<file path="src/rtl/mdio_pkg.sv">
package mdio_pkg;

  localparam int DATA_W    = 16;
  localparam int ADDR_W    = 5;
  localparam int PRE_SLOTS = 32;
  localparam int HDR_BITS  = 2 + 2 + 2 * ADDR_W;
  localparam int N_SLOTS   = PRE_SLOTS + HDR_BITS + 2 + DATA_W + 1;
  localparam int SLOT_W    = $clog2(N_SLOTS + 1);

  localparam logic [SLOT_W-1:0] SL_HDR_END = SLOT_W'(PRE_SLOTS + HDR_BITS - 1);
  localparam logic [SLOT_W-1:0] SL_TA0     = SLOT_W'(PRE_SLOTS + HDR_BITS);
  localparam logic [SLOT_W-1:0] SL_TA1     = SLOT_W'(PRE_SLOTS + HDR_BITS + 1);
  localparam logic [SLOT_W-1:0] SL_DAT_END = SLOT_W'(PRE_SLOTS + HDR_BITS + 1 + DATA_W);
  localparam logic [SLOT_W-1:0] SL_LAST    = SLOT_W'(N_SLOTS - 1);

  localparam logic [1:0]        START_CODE = 2'b01;
  localparam logic [1:0]        OP_READ    = 2'b10;
  localparam logic [1:0]        OP_WRITE   = 2'b01;
  localparam logic [1:0]        TA_WRITE   = 2'b10;
  localparam logic [ADDR_W-1:0] GUARD_PHY  = ADDR_W'(24);

  typedef enum logic [1:0] {
    ST_IDLE  = 2'd0,
    ST_SHIFT = 2'd1,
    ST_DONE  = 2'd2
  } seq_state_e;

  typedef struct packed {
    logic oe;
    logic d;
  } pin_drive_t;

  function automatic pin_drive_t slot_drive(
    input logic                wr,
    input logic [SLOT_W-1:0]   slot,
    input logic [HDR_BITS-1:0] hdr,
    input logic [DATA_W-1:0]   wdata
  );
    pin_drive_t          r;
    logic [SLOT_W-1:0]   idx;
    r = '{oe: 1'b1, d: 1'b1};
    idx = '0;
    if (slot < SLOT_W'(PRE_SLOTS)) begin
      r = '{oe: 1'b1, d: 1'b1};
    end else if (slot <= SL_HDR_END) begin
      idx = SL_HDR_END - slot;
      r = '{oe: 1'b1, d: hdr[idx[$clog2(HDR_BITS)-1:0]]};
    end else if (wr) begin
      if (slot == SL_TA0) begin
        r = '{oe: 1'b1, d: TA_WRITE[1]};
      end else if (slot == SL_TA1) begin
        r = '{oe: 1'b1, d: TA_WRITE[0]};
      end else if (slot <= SL_DAT_END) begin
        idx = SL_DAT_END - slot;
        r = '{oe: 1'b1, d: wdata[idx[$clog2(DATA_W)-1:0]]};
      end else begin
        r = '{oe: 1'b1, d: 1'b1};
      end
    end else begin
      if (slot == SL_TA0) begin
        r = '{oe: 1'b1, d: 1'b0};
      end else begin
        r = '{oe: 1'b0, d: 1'b1};
      end
    end
    return r;
  endfunction

endpackage

</file>
<file path="src/rtl/mdio_sync.sv">
module mdio_sync #(
  parameter int STAGES = 2
) (
  input  logic clk,
  input  logic rst_n,
  input  logic d_in,
  output logic d_out
);

  logic [STAGES-1:0] chain_q;

  generate
    if (STAGES == 1) begin : g_one
      always_ff @(posedge clk or negedge rst_n) begin
        if (!rst_n) chain_q <= '1;
        else        chain_q <= d_in;
      end
    end else begin : g_many
      always_ff @(posedge clk or negedge rst_n) begin
        if (!rst_n) chain_q <= '1;
        else        chain_q <= {chain_q[STAGES-2:0], d_in};
      end
    end
  endgenerate

  assign d_out = chain_q[STAGES-1];

endmodule

</file>
<file path="src/rtl/mdio_clkgen.sv">
module mdio_clkgen #(
  parameter int CLK_HALF = 4
) (
  input  logic clk,
  input  logic rst_n,
  input  logic run,
  output logic mdc,
  output logic rise_stb,
  output logic fall_stb
);

  localparam int CNT_W = (CLK_HALF > 1) ? $clog2(CLK_HALF) : 1;
  localparam logic [CNT_W-1:0] CNT_TOP = CNT_W'(CLK_HALF - 1);

  logic [CNT_W-1:0] cnt_q, cnt_d;
  logic             mdc_q, mdc_d;
  logic             tick;

  assign tick = run && (cnt_q == CNT_TOP);

  always_comb begin
    cnt_d = cnt_q;
    mdc_d = mdc_q;
    if (!run) begin
      cnt_d = '0;
      mdc_d = 1'b0;
    end else if (tick) begin
      cnt_d = '0;
      mdc_d = ~mdc_q;
    end else begin
      cnt_d = cnt_q + CNT_W'(1);
    end
  end

  always_ff @(posedge clk or negedge rst_n) begin
    if (!rst_n) begin
      cnt_q <= '0;
      mdc_q <= 1'b0;
    end else begin
      cnt_q <= cnt_d;
      mdc_q <= mdc_d;
    end
  end

  assign mdc      = mdc_q;
  assign rise_stb = tick && !mdc_q;
  assign fall_stb = tick && mdc_q;

  // the clock settles low once the sequencer stops it
  p_mdc_idle_r7: assert property (@(posedge clk) disable iff (!rst_n)
    !run |=> !mdc);

  // the clock only toggles while running
  p_mdc_toggle_r7: assert property (@(posedge clk) disable iff (!rst_n)
    (mdc != $past(mdc)) |-> $past(run));

endmodule

</file>
<file path="src/rtl/mdio_seq.sv">
module mdio_seq
  import mdio_pkg::*;
(
  input  logic              clk,
  input  logic              rst_n,
  input  logic              cfg_any_phy,
  input  logic              req_start,
  input  logic              req_write,
  input  logic [ADDR_W-1:0] req_phy,
  input  logic [ADDR_W-1:0] req_reg,
  input  logic [DATA_W-1:0] req_wdata,
  input  logic              rise_stb,
  input  logic              fall_stb,
  input  logic              line_in,
  output logic              run,
  output logic              drv_out,
  output logic              drv_oe,
  output logic [DATA_W-1:0] rsp_rdata,
  output logic              rsp_err,
  output logic              rsp_done,
  output logic              busy
);

  seq_state_e          state_q, state_d;
  logic [SLOT_W-1:0]   slot_q, slot_d;
  logic                wr_q, wr_d;
  logic [HDR_BITS-1:0] hdr_q, hdr_d;
  logic [DATA_W-1:0]   wdata_q, wdata_d;
  logic [DATA_W-1:0]   rdata_q, rdata_d;
  logic                err_q, err_d;
  logic                nak_q, nak_d;
  logic                out_q, out_d;
  logic                oe_q, oe_d;
  logic                refused;
  logic                in_data;
  pin_drive_t          first_drv, next_drv;

  assign refused   = !cfg_any_phy && (req_phy != GUARD_PHY);
  assign in_data   = (slot_q > SL_TA1) && (slot_q <= SL_DAT_END);
  assign first_drv = slot_drive(req_write, '0, '0, '0);
  assign next_drv  = slot_drive(wr_q, slot_q + SLOT_W'(1), hdr_q, wdata_q);

  always_comb begin
    state_d = state_q;
    slot_d  = slot_q;
    wr_d    = wr_q;
    hdr_d   = hdr_q;
    wdata_d = wdata_q;
    rdata_d = rdata_q;
    err_d   = err_q;
    nak_d   = nak_q;
    out_d   = out_q;
    oe_d    = oe_q;
    unique case (state_q)
      ST_IDLE: begin
        if (req_start) begin
          rdata_d = '0;
          if (refused) begin
            state_d = ST_DONE;
            err_d   = 1'b1;
          end else begin
            state_d = ST_SHIFT;
            slot_d  = '0;
            wr_d    = req_write;
            hdr_d   = {START_CODE, req_write ? OP_WRITE : OP_READ, req_phy, req_reg};
            wdata_d = req_wdata;
            err_d   = 1'b0;
            nak_d   = 1'b0;
            out_d   = first_drv.d;
            oe_d    = first_drv.oe;
          end
        end
      end
      ST_SHIFT: begin
        if (rise_stb && !wr_q) begin
          if (slot_q == SL_TA1) begin
            nak_d = line_in;
          end else if (in_data && !nak_q) begin
            rdata_d = {rdata_q[DATA_W-2:0], line_in};
          end
        end
        if (fall_stb) begin
          if (slot_q == SL_LAST) begin
            state_d = ST_DONE;
            err_d   = !wr_q && nak_q;
            out_d   = 1'b1;
            oe_d    = 1'b0;
          end else begin
            slot_d  = slot_q + SLOT_W'(1);
            out_d   = next_drv.d;
            oe_d    = next_drv.oe;
          end
        end
      end
      ST_DONE: begin
        state_d = ST_IDLE;
      end
      default: begin
        state_d = ST_IDLE;
      end
    endcase
  end

  always_ff @(posedge clk or negedge rst_n) begin
    if (!rst_n) begin
      state_q <= ST_IDLE;
      slot_q  <= '0;
      wr_q    <= 1'b0;
      hdr_q   <= '0;
      wdata_q <= '0;
      rdata_q <= '0;
      err_q   <= 1'b0;
      nak_q   <= 1'b0;
      out_q   <= 1'b1;
      oe_q    <= 1'b0;
    end else begin
      state_q <= state_d;
      slot_q  <= slot_d;
      wr_q    <= wr_d;
      hdr_q   <= hdr_d;
      wdata_q <= wdata_d;
      rdata_q <= rdata_d;
      err_q   <= err_d;
      nak_q   <= nak_d;
      out_q   <= out_d;
      oe_q    <= oe_d;
    end
  end

  assign run       = (state_q == ST_SHIFT);
  assign drv_out   = out_q;
  assign drv_oe    = oe_q;
  assign rsp_rdata = rdata_q;
  assign rsp_err   = err_q;
  assign rsp_done  = (state_q == ST_DONE);
  assign busy      = (state_q != ST_IDLE);

  // done lasts one cycle and always falls inside busy
  p_done_single_r8: assert property (@(posedge clk) disable iff (!rst_n)
    rsp_done |=> !rsp_done);
  p_done_in_busy_r8: assert property (@(posedge clk) disable iff (!rst_n)
    rsp_done |-> busy);
  p_busy_hold_r8: assert property (@(posedge clk) disable iff (!rst_n)
    (busy && !rsp_done) |=> busy);

  // a start raised in the done cycle never opens a new transaction
  p_done_then_idle_r9: assert property (@(posedge clk) disable iff (!rst_n)
    rsp_done |=> !busy);

  // a guarded address completes in the next cycle
  p_guard_refuse_r10: assert property (@(posedge clk) disable iff (!rst_n)
    (!busy && req_start && !cfg_any_phy && (req_phy != GUARD_PHY)) |=> rsp_done);

  // the line is released whenever no transaction runs
  p_release_idle_r3: assert property (@(posedge clk) disable iff (!rst_n)
    !busy |-> !drv_oe);

  // an error always comes with zero data
  p_err_zero_r6: assert property (@(posedge clk) disable iff (!rst_n)
    (rsp_done && rsp_err) |-> (rsp_rdata == '0));

endmodule

</file>
<file path="src/rtl/mdio_master.sv">
module mdio_master
  import mdio_pkg::*;
#(
  parameter int CLK_HALF    = 4,
  parameter int SYNC_STAGES = 2
) (
  input  logic              clk,
  input  logic              rst_n,
  input  logic              cfg_any_phy,
  input  logic              req_start,
  input  logic              req_write,
  input  logic [ADDR_W-1:0] req_phy,
  input  logic [ADDR_W-1:0] req_reg,
  input  logic [DATA_W-1:0] req_wdata,
  output logic [DATA_W-1:0] rsp_rdata,
  output logic              rsp_err,
  output logic              rsp_done,
  output logic              busy,
  output logic              mdc,
  output logic              mdio_out,
  output logic              mdio_oe,
  input  logic              mdio_in
);

  logic line_s;
  logic run;
  logic rise_stb;
  logic fall_stb;

  mdio_sync #(.STAGES(SYNC_STAGES)) u_sync (
    .clk   (clk),
    .rst_n (rst_n),
    .d_in  (mdio_in),
    .d_out (line_s)
  );

  mdio_clkgen #(.CLK_HALF(CLK_HALF)) u_clkgen (
    .clk      (clk),
    .rst_n    (rst_n),
    .run      (run),
    .mdc      (mdc),
    .rise_stb (rise_stb),
    .fall_stb (fall_stb)
  );

  mdio_seq u_seq (
    .clk         (clk),
    .rst_n       (rst_n),
    .cfg_any_phy (cfg_any_phy),
    .req_start   (req_start),
    .req_write   (req_write),
    .req_phy     (req_phy),
    .req_reg     (req_reg),
    .req_wdata   (req_wdata),
    .rise_stb    (rise_stb),
    .fall_stb    (fall_stb),
    .line_in     (line_s),
    .run         (run),
    .drv_out     (mdio_out),
    .drv_oe      (mdio_oe),
    .rsp_rdata   (rsp_rdata),
    .rsp_err     (rsp_err),
    .rsp_done    (rsp_done),
    .busy        (busy)
  );

  // pins never move on a rising management clock edge
  p_drive_on_fall_r7: assert property (@(posedge clk) disable iff (!rst_n)
    $rose(mdc) |-> ($stable(mdio_out) && $stable(mdio_oe)));

  // no management clock activity outside a transaction
  p_mdc_needs_busy_r7: assert property (@(posedge clk) disable iff (!rst_n)
    mdc |-> busy);

endmodule

</file>
<file path="config.mk">
export PLATFORM = sky130hd
export DESIGN_NAME = mdio_master
export DESIGN_NICKNAME = d
export VERILOG_FILES = /design/src/rtl/mdio_pkg.sv /design/src/rtl/mdio_sync.sv /design/src/rtl/mdio_clkgen.sv /design/src/rtl/mdio_seq.sv /design/src/rtl/mdio_master.sv
export SDC_FILE = /design/constraint.sdc
export NUM_CORES = 1
export LEC_CHECK = 0
export BUFFER_PORTS_ARGS = -buffer_cell sky130_fd_sc_hd__buf_2
export CAP_MARGIN = 0
export CORE_ASPECT_RATIO = 0.9
export CORE_MARGIN = 1.5
export CORE_UTILIZATION = 47
export CTS_BUF_LIST = sky130_fd_sc_hd__clkbuf_8
export DETAILED_ROUTE_END_ITERATION = 6
export PLACE_DENSITY = 0.69
export SKIP_LAST_GASP = 1
export SLEW_MARGIN = 5
export SYNTH_ARGS = -nofsm -noshare
export SYNTH_HDL_FRONTEND = slang
export SYNTH_SLANG_ARGS = --single-unit
</file>
<file path="constraint.sdc">
create_clock -name clk -period 3.5 [get_ports clk]
set_clock_uncertainty 0.15 [all_clocks]
set_input_delay 0.525 -clock clk [delete_from_list [all_inputs] [get_ports clk]]
set_output_delay 0.525 -clock clk [all_outputs]
set_load 0.01 [all_outputs]
</file>
After elaboration in Yosys (flattened, before gate mapping)
Cells that the tools add are included. Widths: inputs -> output; s select.

Flip-flop bits (word level): 64. Input port bits: 32. Output and inout bits: 22. Word-level logic and storage cells: 115.

Add/sub/neg operators: 4. $lt $le $gt $ge: 7. Equal/unequal tests: 18. Mux-type cells: 49. Bitwise logic cells: 2. Reductions and logical operators: 22.

Operators by type and width (number): $mux 16 (4); $pmux 16 s2 (1); $mux 7 (4); $mux 2 (13); $eq 7x6->1 const B (3); $le 7x6->1 const B (3); $mux 1 (19); $reduce_and 5->1 (3); $pmux 7 s2 (1); $ne 2x2->1 const B (6); $lt 4x5->1 const B (2); $bmux 1 s4 (2); $logic_and 1x1->1 (8); $ne 2x1->1 const B (4); $pmux 1 s2 (4); $reduce_and 4->1 (2); $sub 4x4->4 const A (2); $add 7x1->7 const B (1); $eq 7x7->1 const B (1); $gt 7x6->1 const B (1); $lt 7x6->1 const B (1); $reduce_and 3->1 (2); $ne 5x5->1 const B (1); $eq 2x2->1 const B (2); other kinds (7) (12).

Longest topological paths before layout
Depth after elaboration: 13. Gate-level depth with buffers: 13. Gate-level depth less buffers: 11.

Hierarchy
A second synthesis with hierarchy kept.

Cell total of the unflattened synthesis: 287. Area total of the unflattened synthesis: 3193.1 um^2.

Modules (own cells, without submodules): mdio_seq (times used 1, cells each 274, area an instance 3005.4 um^2, seq. area each 1452.6 um^2); mdio_clkgen (times used 1, cells each 11, area an instance 135.1 um^2, seq. area each 75.1 um^2); mdio_sync (times used 1, cells each 2, area an instance 52.6 um^2, seq. area each 52.6 um^2).

Worst setup path before layout
OpenSTA, ideal clock, no wires.

Path type: register to register. Start: register u_seq.slot_q[0]. End: register u_seq.out_q (netlist: u_seq.drv_out). Library setup time: 0.068 ns. Arrival time: 2.676 ns. Required time: 3.282 ns. Setup slack: 0.606 ns. Cell stages (with the launch flop): 14. Path buffers: 2. Period minus slack after synthesis: 2.894 ns. Cell sequence: dfrtp_1 -> buf_2 -> inv_1 -> ha_1 -> clkbuf_1 -> inv_1 -> ha_1 -> nor2_1 -> o2bb2ai_1 -> a22o_1 -> o2bb2ai_1 -> nor3b_1 -> a311oi_2 -> a2bb2oi_2.

Cells in the longest elaborated chain, start to end: 13. Elaborated cells on any way between the ends: 23. Those cells by class: add/sub (3); order compare (3); eq/ne (3); mux (14).

Ends and longest elaborated chain: from (decl) (RTL line mdio_seq.sv:25) `logic [SLOT_W-1:0] slot_q, slot_d;`; from (signal assigned) (RTL line mdio_seq.sv:118) `slot_q <= slot_d;`; $add 7x1->7 (RTL line mdio_seq.sv:41) `assign next_drv = slot_drive(wr_q, slot_q + SLOT_W'(1), hdr_q, wdata_q);`; $sub 4x4->4 (RTL line mdio_pkg.sv:54) `idx = SL_DAT_END - slot;`; $bmux 1 s4 (RTL line mdio_pkg.sv:55) `r = '{oe: 1'b1, d: wdata[idx[$clog2(DATA_W)-1:0]]};`; $mux 1 (not written as such) (RTL line mdio_pkg.sv:55); $mux 1 (RTL line mdio_pkg.sv:53) `end else if (slot <= SL_DAT_END) begin`; $mux 2 (RTL line mdio_pkg.sv:51) `end else if (slot == SL_TA1) begin`; $mux 2 (RTL line mdio_pkg.sv:49) `if (slot == SL_TA0) begin`; $mux 2 (RTL line mdio_pkg.sv:48) `end else if (wr) begin`; $mux 2 (RTL line mdio_pkg.sv:45) `end else if (slot <= SL_HDR_END) begin`; $mux 2 (RTL line mdio_pkg.sv:43) `if (slot < SLOT_W'(PRE_SLOTS)) begin`; $mux 1 (*) (RTL line mdio_seq.sv:83) `if (slot_q == SL_LAST) begin`; $mux 1 (*) (RTL line mdio_seq.sv:82) `if (fall_stb) begin`; $pmux 1 s2 (*) (RTL line mdio_seq.sv:54) `unique case (state_q)`; to (signal assigned) (RTL line mdio_seq.sv:125) `out_q <= out_d;`; to (decl) (RTL line mdio_seq.sv:32) `logic out_q, out_d;`.

Mark *: on every way between the ends. The rest lies on a longest branch, timed or not. The select of a mux whose other input is x is not followed. A chain may end at the register's enable or synchronous reset.

Final worst setup path
Ends and elaborated chain as after synthesis.

==> impl_metrics.tcl <==
set metrics [dict create \
    rows 28 \
    avgSynthCellArea_um2 11.0 \
    cpPeakStageDelay_ns 0.52 \
    hold_buffers 0 \
    cpMostUsedCell "ha_1" \
    crit_required_ns 3.61 \
    core_area_um2 6520 \
    grt.overflow.total 0 \
    path_cells "ha_1 -> xor2_1 -> ha_1 -> xnor2_1 -> mux4_2 -> o21ba_1 -> a311oi_2 -> a2bb2oi_2" \
    rsz0062_at_grt "false" \
    max_slew_margin 0.623 \
    dieWidth_um 89.2 \
    cts_sinks 63 \
    synth_area_um2 3140 \
    synth_ff_type "dfrtp_1" \
    cts_tree "yes" \
    combPwrFrac 0.360 \
    cts_resized 0 \
    synth_cells 285 \
    synth_edf_count 0 \
    max_freq_mhz 337 \
    cts_buffers 9 \
    wl_per_cell_um 14.4 \
    ios 54 \
    worst-setup-path-type "flip-flop to flip-flop" \
    worstSetupStartpointType "flip-flop" \
    final_layout_size_suffix_gt1_frac 0.334 \
    power_frac_clock 0.222 \
    leakage_nw 1.65 \
    grt_pass1_wl_um 10500 \
    hold_violations 0 \
    tightestPinTransition_ns 0.564 \
    slowest_stage "mux4_2" \
    async_flop_share 1.00 \
    routed_wl_um 6240 \
    diodes 0 \
    peakVddDrop_v 0.000503 \
    period_share 0.848 \
    switchingPower_mw 0.895 \
    io_buffers 53 \
    slew_viol_final 0 \
    synth.distinct_cells 50 \
    finalSetupTns_ns 0 \
    post_cts_buffers 0 \
    synth_seq_cells 63 \
    dieHeight_um 80.6 \
    htree_levels 3 \
    cp.arrival_ns 3.08 \
    power.total_mw 2.72 \
    area_growth_pct 17.0 \
    yosysWarnings 0 \
    grt_max_degree 40 \
    power_density_nw_per_um2 739 \
    utilization 0.564 \
    dpl.hpwl_um 4420 \
    route.detailed.drc 0 \
    drv_cap 0 \
    clockRootBuffer "clkbuf_8" \
    yosysSeqAreaShare 0.503 \
    p_seq_frac 0.417 \
    gp_congestion 0.849 \
    track_usage 0.195 \
    clk_pin_slew_worst_paths_ns 0.07 \
    r2r_cells 8 \
    antenna_found_initial 0 \
    drtPass1Iterations 4 \
    outcome "finished clean" \
    fin_nets 378 \
    switching_share 0.330 \
    dieArea_um2 7180 \
    min_period_ns 2.97 \
    endpoint_kind "flip-flop" \
    synth_nets 324 \
    p_int_mw 1.82 \
    drtIter0Drc 178 \
    clk_latency_ns 0.33 \
    viasPerCell 5.29 \
    crit_fanout 8 \
    grt_pass1_vias 2210 \
    hold_class "input port to async pin" \
    setup_viol 0 \
    postRouteAntennaNets 0 \
    initial_core_util 0.482 \
    vias 2297 \
    ctsLongestPathBuffers 2 \
]
[area by class of cell]
type                    count  area, µm²
repair buffers             59        310
clock buffers               9        124
flip-flops and latches     63       1580
well taps                  90        113
inverters                   8       30.0
fillers                   585       2840
clock inverters             7       60.1
multi-input cells         198       1460
[per-layer routing]
layer	global-route usage	wire (µm)	vias to the layer above
met4	0.0692	69	0
met2	0.298	2920	75
li1	-	-	1132
met3	0.0514	345	6
met1	0.267	2900	1084
met5	0	0	-
[critical path: cells and delay by family, from the launching register on]
family | cells | cell delay, ns
flops | 1 | 0.46
compound gates | 3 | 0.47
xor+xnor | 2 | 0.62
fa+ha+maj | 2 | 0.70
mux | 1 | 0.52
[flip-flops by register name, summed over array words and instances (netlist names)]
signal,flops
u_clkgen.cnt_q,2
u_clkgen.mdc,1
u_seq.drv_oe,1
u_seq.drv_out,1
u_seq.hdr_q,13
u_seq.nak_q,1
u_seq.rsp_err,1
u_seq.rsp_rdata,16
u_seq.slot_q,7
u_seq.state_q,2
u_seq.wdata_q,16
u_sync.chain_q,2
[path summary, 6_finish.rpt]
| path | from | endpoint | slack [ns] |
|---|---|---|---|
| setup / recovery | u_seq.slot_q[0] | u_seq.drv_out | 0.53 |
| hold / removal | rst_n | u_seq.wdata_q[3] | 0.005 |
| setup reg to reg | u_seq.slot_q[0] | u_seq.drv_out | 0.53 |
| hold reg to reg | u_sync.chain_q[0] | u_sync.chain_q[1] | 0.21 |
| max in group asynchronous | rst_n | u_seq.drv_out | 2.29 |
| min in group clk | mdio_in | u_sync.chain_q[0] | 0.14 |
[cell usage in the layout, fill, tap and decap left out, types with 2 or more instances in the layout]
| cell | count |
|---|---|
| clkbuf_8 | 9 |
| o21ai_0 | 28 |
| clkinvlp_4 | 2 |
| inv_1 | 12 |
| o21ai_1 | 2 |
| nor3_1 | 5 |
| nor2_1 | 12 |
| mux2i_1 | 2 |
| o31ai_1 | 2 |
| nand4_1 | 4 |
| mux2_2 | 27 |
| dfstp_2 | 3 |
| dfrtp_1 | 60 |
| nand2_1 | 42 |
| a21oi_1 | 8 |
| xor2_1 | 3 |
| nand3_1 | 8 |
| a21o_1 | 2 |
| ha_1 | 7 |
| mux4_2 | 7 |
| o2bb2ai_1 | 2 |
| nand2b_1 | 7 |
| xnor2_1 | 4 |
| buf_4 | 6 |
| buf_2 | 53 |
| nor3b_1 | 2 |
[Yosys cell counts, drive strengths merged, types with 7 or more instances]
| cell | n | area (µm²) |
|---|---|---|
| a21oi | 8 | 40.0 |
| clkbuf | 12 | 48.8 |
| dfrtp | 60 | 1500 |
| ha | 7 | 87.6 |
| inv | 8 | 30.0 |
| mux2 | 27 | 304 |
| mux4 | 8 | 184 |
| nand2 | 42 | 158 |
| nand2b | 7 | 43.8 |
| nand3 | 8 | 40.0 |
| nor2 | 12 | 45.0 |
| o21ai | 30 | 150 |
[through the flow]
| stage | area (µm²) | instances | hold WS (ns) | setup WS [ns] |
|---|---|---|---|---|
| after floorplan | 3140 | 285 | 0.0794 | 0.606 |
| after global placement | 3490 | 418 | 0.197 | 0.634 |
| after detailed placement | 3490 | 418 | 0.199 | 0.539 |
| after CTS | 3670 | 434 | 0.0243 | 0.521 |
| after global routing | 3670 | 434 | 0.0510 | 0.228 |
| final | 3670 | 434 | 0.00492 | 0.532 |
[kinds of logic (layout without fill, tap and decap cells)]
kind of cell    Yosys count  in the layout  synth area share
compound gates           55             55             0.110
xor+xnor                  8              8            0.0247
fa+ha+maj                 7              7            0.0279
buf+inv                  24             83            0.0331
flops                    63             63             0.503
mux                      37             37             0.162
simple gates             91             91             0.140
[power groups by stage]
stage               combinational [mW]  sequential [mW]  clock (mW)
floorplan                        0.747             1.11           0
CTS                              0.994             1.13       0.612
detailed placement               0.991             1.15           0
global route                      1.09             1.17       0.636
global placement                 0.963             1.14           0
finish                           0.979             1.13       0.603
(Power assumes the default switching activity.)
